**src/rtl/xlat_pkg.sv**
```systemverilog
package xlat_pkg;
  typedef enum logic [2:0] {
    OP_STAGE      = 3'd0,
    OP_TAG        = 3'd1,
    OP_ASN        = 3'd2,
    OP_FLUSH_ALL  = 3'd3,
    OP_FLUSH_PROC = 3'd4,
    OP_FLUSH_ONE  = 3'd5
  } op_e;

  localparam int ASN_W   = 7;
  localparam int FR_BIT  = 1;
  localparam int FW_BIT  = 2;
  localparam int GLB_BIT = 4;
  localparam int GH_LO   = 5;
  localparam int RD_LO   = 8;
  localparam int WR_LO   = 12;
  localparam int PPN_LO  = 32;
  localparam int ASN_LO  = 57;

  typedef struct packed {
    logic [3:0]       rd;
    logic [3:0]       wr;
    logic             fr;
    logic             fw;
    logic             glb;
    logic [ASN_W-1:0] asn;
  } attr_t;
endpackage

```
**src/rtl/xlat_match.sv**
```systemverilog
module xlat_match
  import xlat_pkg::*;
#(
  parameter int DEPTH = 8,
  parameter int VPN_W = 20
) (
  input  logic [DEPTH-1:0]            valid_i,
  input  logic [DEPTH-1:0][VPN_W-1:0] tag_i,
  input  attr_t [DEPTH-1:0]           attr_i,
  input  logic [VPN_W-1:0]            vpn_i,
  input  logic [ASN_W-1:0]            asn_cur_i,
  input  logic                        chk_asn_i,
  output logic [DEPTH-1:0]            hit_o
);
  for (genvar g = 0; g < DEPTH; g++) begin : g_cmp
    assign hit_o[g] = valid_i[g] && (tag_i[g] == vpn_i) &&
                      (!chk_asn_i || attr_i[g].glb || (attr_i[g].asn == asn_cur_i));
  end
endmodule

```
**src/rtl/xlat_victim.sv**
```systemverilog
module xlat_victim #(
  parameter int DEPTH = 8,
  localparam int IDX_W = (DEPTH > 1) ? $clog2(DEPTH) : 1
) (
  input  logic             clk_i,
  input  logic             rst_ni,
  input  logic             adv_i,
  output logic [IDX_W-1:0] ptr_o
);
  logic [IDX_W-1:0] ptr_q;

  always_ff @(posedge clk_i or negedge rst_ni) begin
    if (!rst_ni)    ptr_q <= '0;
    else if (adv_i) ptr_q <= (ptr_q == IDX_W'(DEPTH-1)) ? '0 : ptr_q + 1'b1;
  end
  assign ptr_o = ptr_q;


  ptr_range_chk: assert property (@(posedge clk_i) disable iff (!rst_ni)
    32'(ptr_q) < DEPTH);

  ptr_step_chk: assert property (@(posedge clk_i) disable iff (!rst_ni)
    !adv_i |=> $stable(ptr_q));
endmodule

```
**src/rtl/xlat_buf.sv**
```systemverilog
module xlat_buf
  import xlat_pkg::*;
#(
  parameter int DEPTH   = 8,
  parameter int VPN_W   = 20,
  parameter int PPN_W   = 25,
  parameter bit IS_INSN = 1'b0,
  localparam int IDX_W  = (DEPTH > 1) ? $clog2(DEPTH) : 1
) (
  input  logic             clk_i,
  input  logic             rst_ni,
  input  logic             wr_en_i,
  input  logic [2:0]       op_i,
  input  logic [63:0]      wr_data_i,
  input  logic [VPN_W-1:0] lookup_vpn_i,
  output logic             lookup_hit_o,
  output logic [PPN_W-1:0] lookup_ppn_o,
  output logic [3:0]       lookup_rd_o,
  output logic [3:0]       lookup_wr_o,
  output logic             lookup_for_o,
  output logic             lookup_fow_o,
  output logic [63:0]      readback_o,
  output logic             gh_err_o
);
  logic [DEPTH-1:0]            valid_q;
  logic [DEPTH-1:0][VPN_W-1:0] tag_q;
  logic [DEPTH-1:0][PPN_W-1:0] ppn_q;
  attr_t [DEPTH-1:0]           attr_q;
  logic [63:0]                 stage_q, rb_q;
  logic [ASN_W-1:0]            asn_cur_q;
  logic                        err_q;

  op_e op;
  assign op = op_e'(op_i);

  logic do_stage, do_tag, do_asn, do_all, do_proc, do_one;
  assign do_stage = wr_en_i && (op == OP_STAGE);
  assign do_tag   = wr_en_i && (op == OP_TAG);
  assign do_asn   = wr_en_i && (op == OP_ASN);
  assign do_all   = wr_en_i && (op == OP_FLUSH_ALL);
  assign do_proc  = wr_en_i && (op == OP_FLUSH_PROC);
  assign do_one   = wr_en_i && (op == OP_FLUSH_ONE);

  logic gh_bad, ins_ok, ins_bad;
  assign gh_bad  = |stage_q[GH_LO +: 2];
  assign ins_ok  = do_tag && !gh_bad;
  assign ins_bad = do_tag && gh_bad;

  // command-side compare: tag only for inserts, tag+asn for single flush
  logic [DEPTH-1:0] cmd_hits, look_hits;
  xlat_match #(.DEPTH(DEPTH), .VPN_W(VPN_W)) u_cmd_match (
    .valid_i(valid_q), .tag_i(tag_q), .attr_i(attr_q),
    .vpn_i(wr_data_i[VPN_W-1:0]), .asn_cur_i(asn_cur_q),
    .chk_asn_i(do_one), .hit_o(cmd_hits)
  );
  xlat_match #(.DEPTH(DEPTH), .VPN_W(VPN_W)) u_look_match (
    .valid_i(valid_q), .tag_i(tag_q), .attr_i(attr_q),
    .vpn_i(lookup_vpn_i), .asn_cur_i(asn_cur_q),
    .chk_asn_i(1'b1), .hit_o(look_hits)
  );

  logic             dup;
  logic [IDX_W-1:0] dup_idx, ptr, slot;
  assign dup = |cmd_hits;
  always_comb begin
    dup_idx = '0;
    for (int i = 0; i < DEPTH; i++)
      if (cmd_hits[i]) dup_idx = IDX_W'(i);
  end

  xlat_victim #(.DEPTH(DEPTH)) u_victim (
    .clk_i, .rst_ni, .adv_i(ins_ok && !dup), .ptr_o(ptr)
  );
  assign slot = dup ? dup_idx : ptr;

  attr_t            new_attr;
  logic [PPN_W-1:0] new_ppn;
  always_comb begin
    new_ppn      = stage_q[PPN_LO +: PPN_W];
    new_attr.rd  = stage_q[RD_LO +: 4];
    new_attr.wr  = IS_INSN ? 4'h0 : stage_q[WR_LO +: 4];
    new_attr.fr  = stage_q[FR_BIT];
    new_attr.fw  = stage_q[FW_BIT];
    new_attr.glb = stage_q[GLB_BIT];
    new_attr.asn = asn_cur_q;
  end

  logic [63:0] new_rb;
  always_comb begin
    new_rb                   = '0;
    new_rb[PPN_LO +: PPN_W]  = new_ppn;
    new_rb[RD_LO +: 4]       = new_attr.rd;
    new_rb[WR_LO +: 4]       = new_attr.wr;
    new_rb[FR_BIT]           = new_attr.fr;
    new_rb[FW_BIT]           = new_attr.fw;
    new_rb[GLB_BIT]          = new_attr.glb;
    new_rb[ASN_LO +: ASN_W]  = new_attr.asn;
  end

  logic [DEPTH-1:0] glb_vec;
  for (genvar g = 0; g < DEPTH; g++) begin : g_glb
    assign glb_vec[g] = attr_q[g].glb;
  end

  always_ff @(posedge clk_i or negedge rst_ni) begin
    if (!rst_ni) begin
      valid_q   <= '0;
      tag_q     <= '0;
      ppn_q     <= '0;
      attr_q    <= '0;
      stage_q   <= '0;
      rb_q      <= '0;
      asn_cur_q <= '0;
      err_q     <= 1'b0;
    end else begin
      if (do_stage) stage_q   <= wr_data_i;
      if (do_asn)   asn_cur_q <= wr_data_i[ASN_W-1:0];
      if (ins_bad)  err_q     <= 1'b1;
      if (ins_ok) begin
        valid_q[slot] <= 1'b1;
        tag_q[slot]   <= wr_data_i[VPN_W-1:0];
        ppn_q[slot]   <= new_ppn;
        attr_q[slot]  <= new_attr;
        rb_q          <= new_rb;
        err_q         <= 1'b0;
      end
      if (do_all)  valid_q <= '0;
      if (do_proc) valid_q <= valid_q & glb_vec;
      if (do_one)  valid_q <= valid_q & ~cmd_hits;
    end
  end

  always_comb begin
    lookup_hit_o = |look_hits;
    lookup_ppn_o = '0;
    lookup_rd_o  = '0;
    lookup_wr_o  = '0;
    lookup_for_o = 1'b0;
    lookup_fow_o = 1'b0;
    for (int i = 0; i < DEPTH; i++) begin
      if (look_hits[i]) begin
        lookup_ppn_o = lookup_ppn_o | ppn_q[i];
        lookup_rd_o  = lookup_rd_o  | attr_q[i].rd;
        lookup_wr_o  = lookup_wr_o  | attr_q[i].wr;
        lookup_for_o = lookup_for_o | attr_q[i].fr;
        lookup_fow_o = lookup_fow_o | attr_q[i].fw;
      end
    end
  end

  assign readback_o = rb_q;
  assign gh_err_o   = err_q;


  no_dup_hit_chk: assert property (@(posedge clk_i) disable iff (!rst_ni)
    $onehot0(look_hits));

  gh_reject_chk: assert property (@(posedge clk_i) disable iff (!rst_ni)
    ins_bad |=> gh_err_o && $stable(valid_q) && $stable(readback_o));

  rb_asn_chk: assert property (@(posedge clk_i) disable iff (!rst_ni)
    ins_ok |=> (readback_o[ASN_LO +: ASN_W] == $past(asn_cur_q)) && !gh_err_o);

  flush_all_chk: assert property (@(posedge clk_i) disable iff (!rst_ni)
    do_all |=> (valid_q == '0));

  flush_proc_chk: assert property (@(posedge clk_i) disable iff (!rst_ni)
    do_proc |=> ((valid_q & ~glb_vec) == '0));

  stage_only_chk: assert property (@(posedge clk_i) disable iff (!rst_ni)
    do_stage |=> $stable(valid_q) && $stable(readback_o));

  insn_wr_chk: assert property (@(posedge clk_i) disable iff (!rst_ni)
    (IS_INSN && lookup_hit_o) |-> (lookup_wr_o == 4'h0));
endmodule

```
**config.mk**
```make
export PLATFORM = sky130hd
export DESIGN_NAME = xlat_buf
export DESIGN_NICKNAME = d
export VERILOG_FILES = /design/src/rtl/xlat_pkg.sv /design/src/rtl/xlat_match.sv /design/src/rtl/xlat_victim.sv /design/src/rtl/xlat_buf.sv
export SDC_FILE = /design/constraint.sdc
export NUM_CORES = 1
export LEC_CHECK = 0
export BUFFER_PORTS_ARGS = -buffer_cell sky130_fd_sc_hd__buf_2
export CORE_ASPECT_RATIO = 1.75
export CORE_UTILIZATION = 30
export CTS_CLUSTER_DIAMETER = 100
export DETAILED_ROUTE_END_ITERATION = 8
export PLACE_DENSITY = 0.47
export SLEW_MARGIN = 20
export SYNTH_ARGS = -nofsm -noshare
export SYNTH_HDL_FRONTEND = slang
export SYNTH_SLANG_ARGS = --single-unit
```
**constraint.sdc**
```tcl
create_clock -name clk_i -period 7.76 [get_ports clk_i]
set_clock_uncertainty 0.05 [all_clocks]
set_input_delay 0 -clock clk_i [delete_from_list [all_inputs] [get_ports clk_i]]
set_output_delay 0 -clock clk_i [all_outputs]
set_load 0.02 [all_outputs]
```
==> run summary <==
status: complete, no violations
vias in the first global route: 20.2k
P&R area growth vs syn: 14.9%
max-slew violation count: 0
Detail Placement HPWL: 53000 um
# setup viols final: 0
Avg Cell Area, Syn: 12.7 um2
post-cts repair resize count: 0
pwr dens: 312 nW/um2
largest net degree at the start of global routing: 175
Clock transition at path regs: 0.06 ns
total congestion overflow: 0
Syn Inst Count: 2308
final setup TNS: 0 ns
CP max stage delay: 0.88 ns
EDFF count, synth: 0
effective utilization at floorplan: 30.2%
Period Utilization, post-route: 65.8%
Cell Area, Synth: 29200 um2
Seq/Total Area, Yosys: 51.7%
Synth Flop Type: dfrtp_1
Max Fclk: 196 MHz
antenna violations before repair: 2
CP max FO: 44
ys async rst share: 100%
Nets: 2490
ANT cells: 0
Int Pwr: 7340 uW
fill cell count: 9662
number of max-cap violations: 0
CTS tree: done
WP data arrival: 5.58 ns
initial DRC count: 1004
Rel. slew slack: 25.2%
post-synthesis mux area share: 22.0%
IO Count: 191
Synth Area in Compound Gates: 5.14%
clk root buf: clkbuf_16
peak supply drop: 0.000198 V
DRT antenna net count: 0
kind of critical path: reg -> reg
Leak Pwr: 0.0161 uW
DP Area: 31000 um2
GRT Total Usage: 17.9%
Final Hold Fails: 0
Post-Synth XOR/XNOR Area: 11.3%
Sw Share: 30.0%
CP Launch Type: flop
TritonRoute pass-1 iters: 6
global-route wire length before repair: 132000 um
maximum clock insertion buffer count: 3
Worst Path Required: 8.24 ns
final wirelength: 88100 um
average wire per standard cell: 23.5 um
Row Count: 151
RSZ-0062 raised after global routing: no
Worst Max-Slew Pin Slew: 1.12 ns
part of the power in the clock network: 29.9%
residual DRC count: 0
Die Area: 98800 um2
Ys Warns: 0
largest family of logic cells by synthesized area: multiplexers
Clock Latency Late Sink: 0.64 ns
Num CTS Buffers: 61
Port Buffers: 150
pre-CTS WS: 2.88 ns
number of register bits inferred by synthesis: 604
routability cong.: 0.808
post-route cell area: 33600 um2
combinational group share of total power: 21.6%
Die Wd: 238 um
Via density: 4.96
worst path cell trace: xor2_1, nor4_1, a41oi_1, a211o_1, nand4_2, o31ai_1, o21ai_4, nand3_4, buf_4, a22oi_1, dlygate4sd3_1
Die Ht: 415 um
core area: 96700 um2
Crit-path slowest cell: dfrtp_1
synth unique cells: 49
post-synthesis adder-cell area fraction: 0.0856%
Tmin final: 5.11 ns
final setup margin: 2.65 ns
Synth Area in Simple Gates: 5.99%
HP Class: in -> reg
CTS H-Tree Depth: 2
clock sinks: 604
Sequential Power Share: 48.4%
sw power: 3150 uW
Worst setup EP type: flop
share of layout cells above drive strength 1: 34.6%
final core occ: 34.7%
DR vias: 18.6k
## area by class of cell
cell class	count	area, um2	share of cell area (%)
clock inverter	17	324	0.965
inverter	10	37.5	0.112
sequential	604	15100	45.0
clock buffer	93	1780	5.29
timing repair buffer	227	1510	4.48
tap	1300	1630	4.84
multi-input combinational	1494	13200	39.3
## flip-flops by register name (all words and copies together) (netlist names)
name,cells
asn_cur_q,7
attr_q,144
gh_err_o,1
ppn_q,200
readback_o,43
stage_q,38
tag_q,160
u_victim.ptr_o,3
valid_q,8
## power groups by stage
stage,sequential [uW],clock [uW],combinational (uW)
5_1_grt,5230,3340,2500
3_3_place_gp,5050,0,2210
6_report,5080,3140,2270
2_1_floorplan,4840,0,1880
3_5_place_dp,5140,0,2270
4_1_cts,5080,3240,2300
## worst max-delay path, delay by kind of cell, from the launching register on
kind,cells,cell delay (ns)
AO/OA/AOI/OAI,5,1.79
XOR/XNOR,1,0.20
buffers and inverters,2,1.34
flip-flops,1,0.88
AND/OR/NAND/NOR,3,0.68
## path summary, 6_finish.rpt
| check | start | to | slack, ns | cells past startpoint |
|---|---|---|---|---|
| max | asn_cur_q[3] | valid_q[5] | 2.65 | 11 |
| min reg2reg | readback_o[52] | readback_o[52] | 0.42 | 2 |
| max reg2reg | asn_cur_q[3] | valid_q[5] | 2.65 | 11 |
| max in group asynchronous | rst_ni | ppn_q[188] | 5.41 | 5 |
| min in group asynchronous | rst_ni | tag_q[104] | 0.33 | 3 |
| min | wr_data_i[9] | tag_q[49] | 0.05 | 2 |
## per-stage QoR
step	hold slack, ns	instances	total power [uW]
2_1_floorplan	-0.346	2328	6710
3_3_place_gp	0.121	3585	7260
3_5_place_dp	0.117	3585	7410
4_1_cts	0.0102	3743	10600
5_1_grt	0.0300	3745	11100
6_report	0.0458	3745	10500
## logic make-up after synthesis
logic type	count (synthesis)
flip-flops	604
multiplexers	551
XOR/XNOR	376
AND/OR/NAND/NOR	352
buffers and inverters	230
AO/OA/AOI/OAI	192
adder cells (fa/ha/maj)	2
other	1
## cell usage after synthesis, drive strengths merged (2+ instances only)
cell type	n	share of area, %
a2111o	2	0.077
a211o	4	0.12
a21oi	8	0.14
a221oi	35	1.0
a22o	35	1.0
a22oi	74	1.9
a311oi	2	0.060
a41oi	6	0.18
buf	97	2.0
clkbuf	123	1.7
dfrtp	604	52
ha	2	0.086
inv	10	0.13
mux2	551	22
nand2	146	1.9
nand2b	5	0.11
nand3	56	0.99
nand3b	2	0.051
nand4	27	0.60
nor2	13	0.17
nor3	24	0.41
nor4	70	1.6
o21ai	19	0.36
or3	4	0.086
or4	2	0.064
xnor2	78	2.3
xor2	298	8.9
## cell usage in the layout (no fill, tap or decap), types with 49 or more instances in the layout
cell / n
dfrtp_1: 604
mux2_2: 491
xor2_1: 298
buf_2: 149
nand2_1: 144
xnor2_1: 78
a22oi_1: 74
nor4_1: 68
clkbuf_16: 61
mux2_4: 60
nand3_1: 52
dlygate4sd3_1: 49
## metal layers
layer,routed length [um],vias to the layer above,track usage (%)
met4,2970,0,6.03
met1,37500,9801,22.2
met3,2870,146,2.37
met2,44800,390,31.7
met5,0,-,0
li1,-,8244,-
## what timing repair did
| item | in CTS | in global routing |
|---|---|---|
| hold buffers | 48 | 1 |
| endpoints found under the setup margin | 0 | 0 |
| hold endpoints to repair | 264 | 47 |
| buffers inserted | 0 | 0 |
Note: power is estimated with default switching activity, not from simulation.
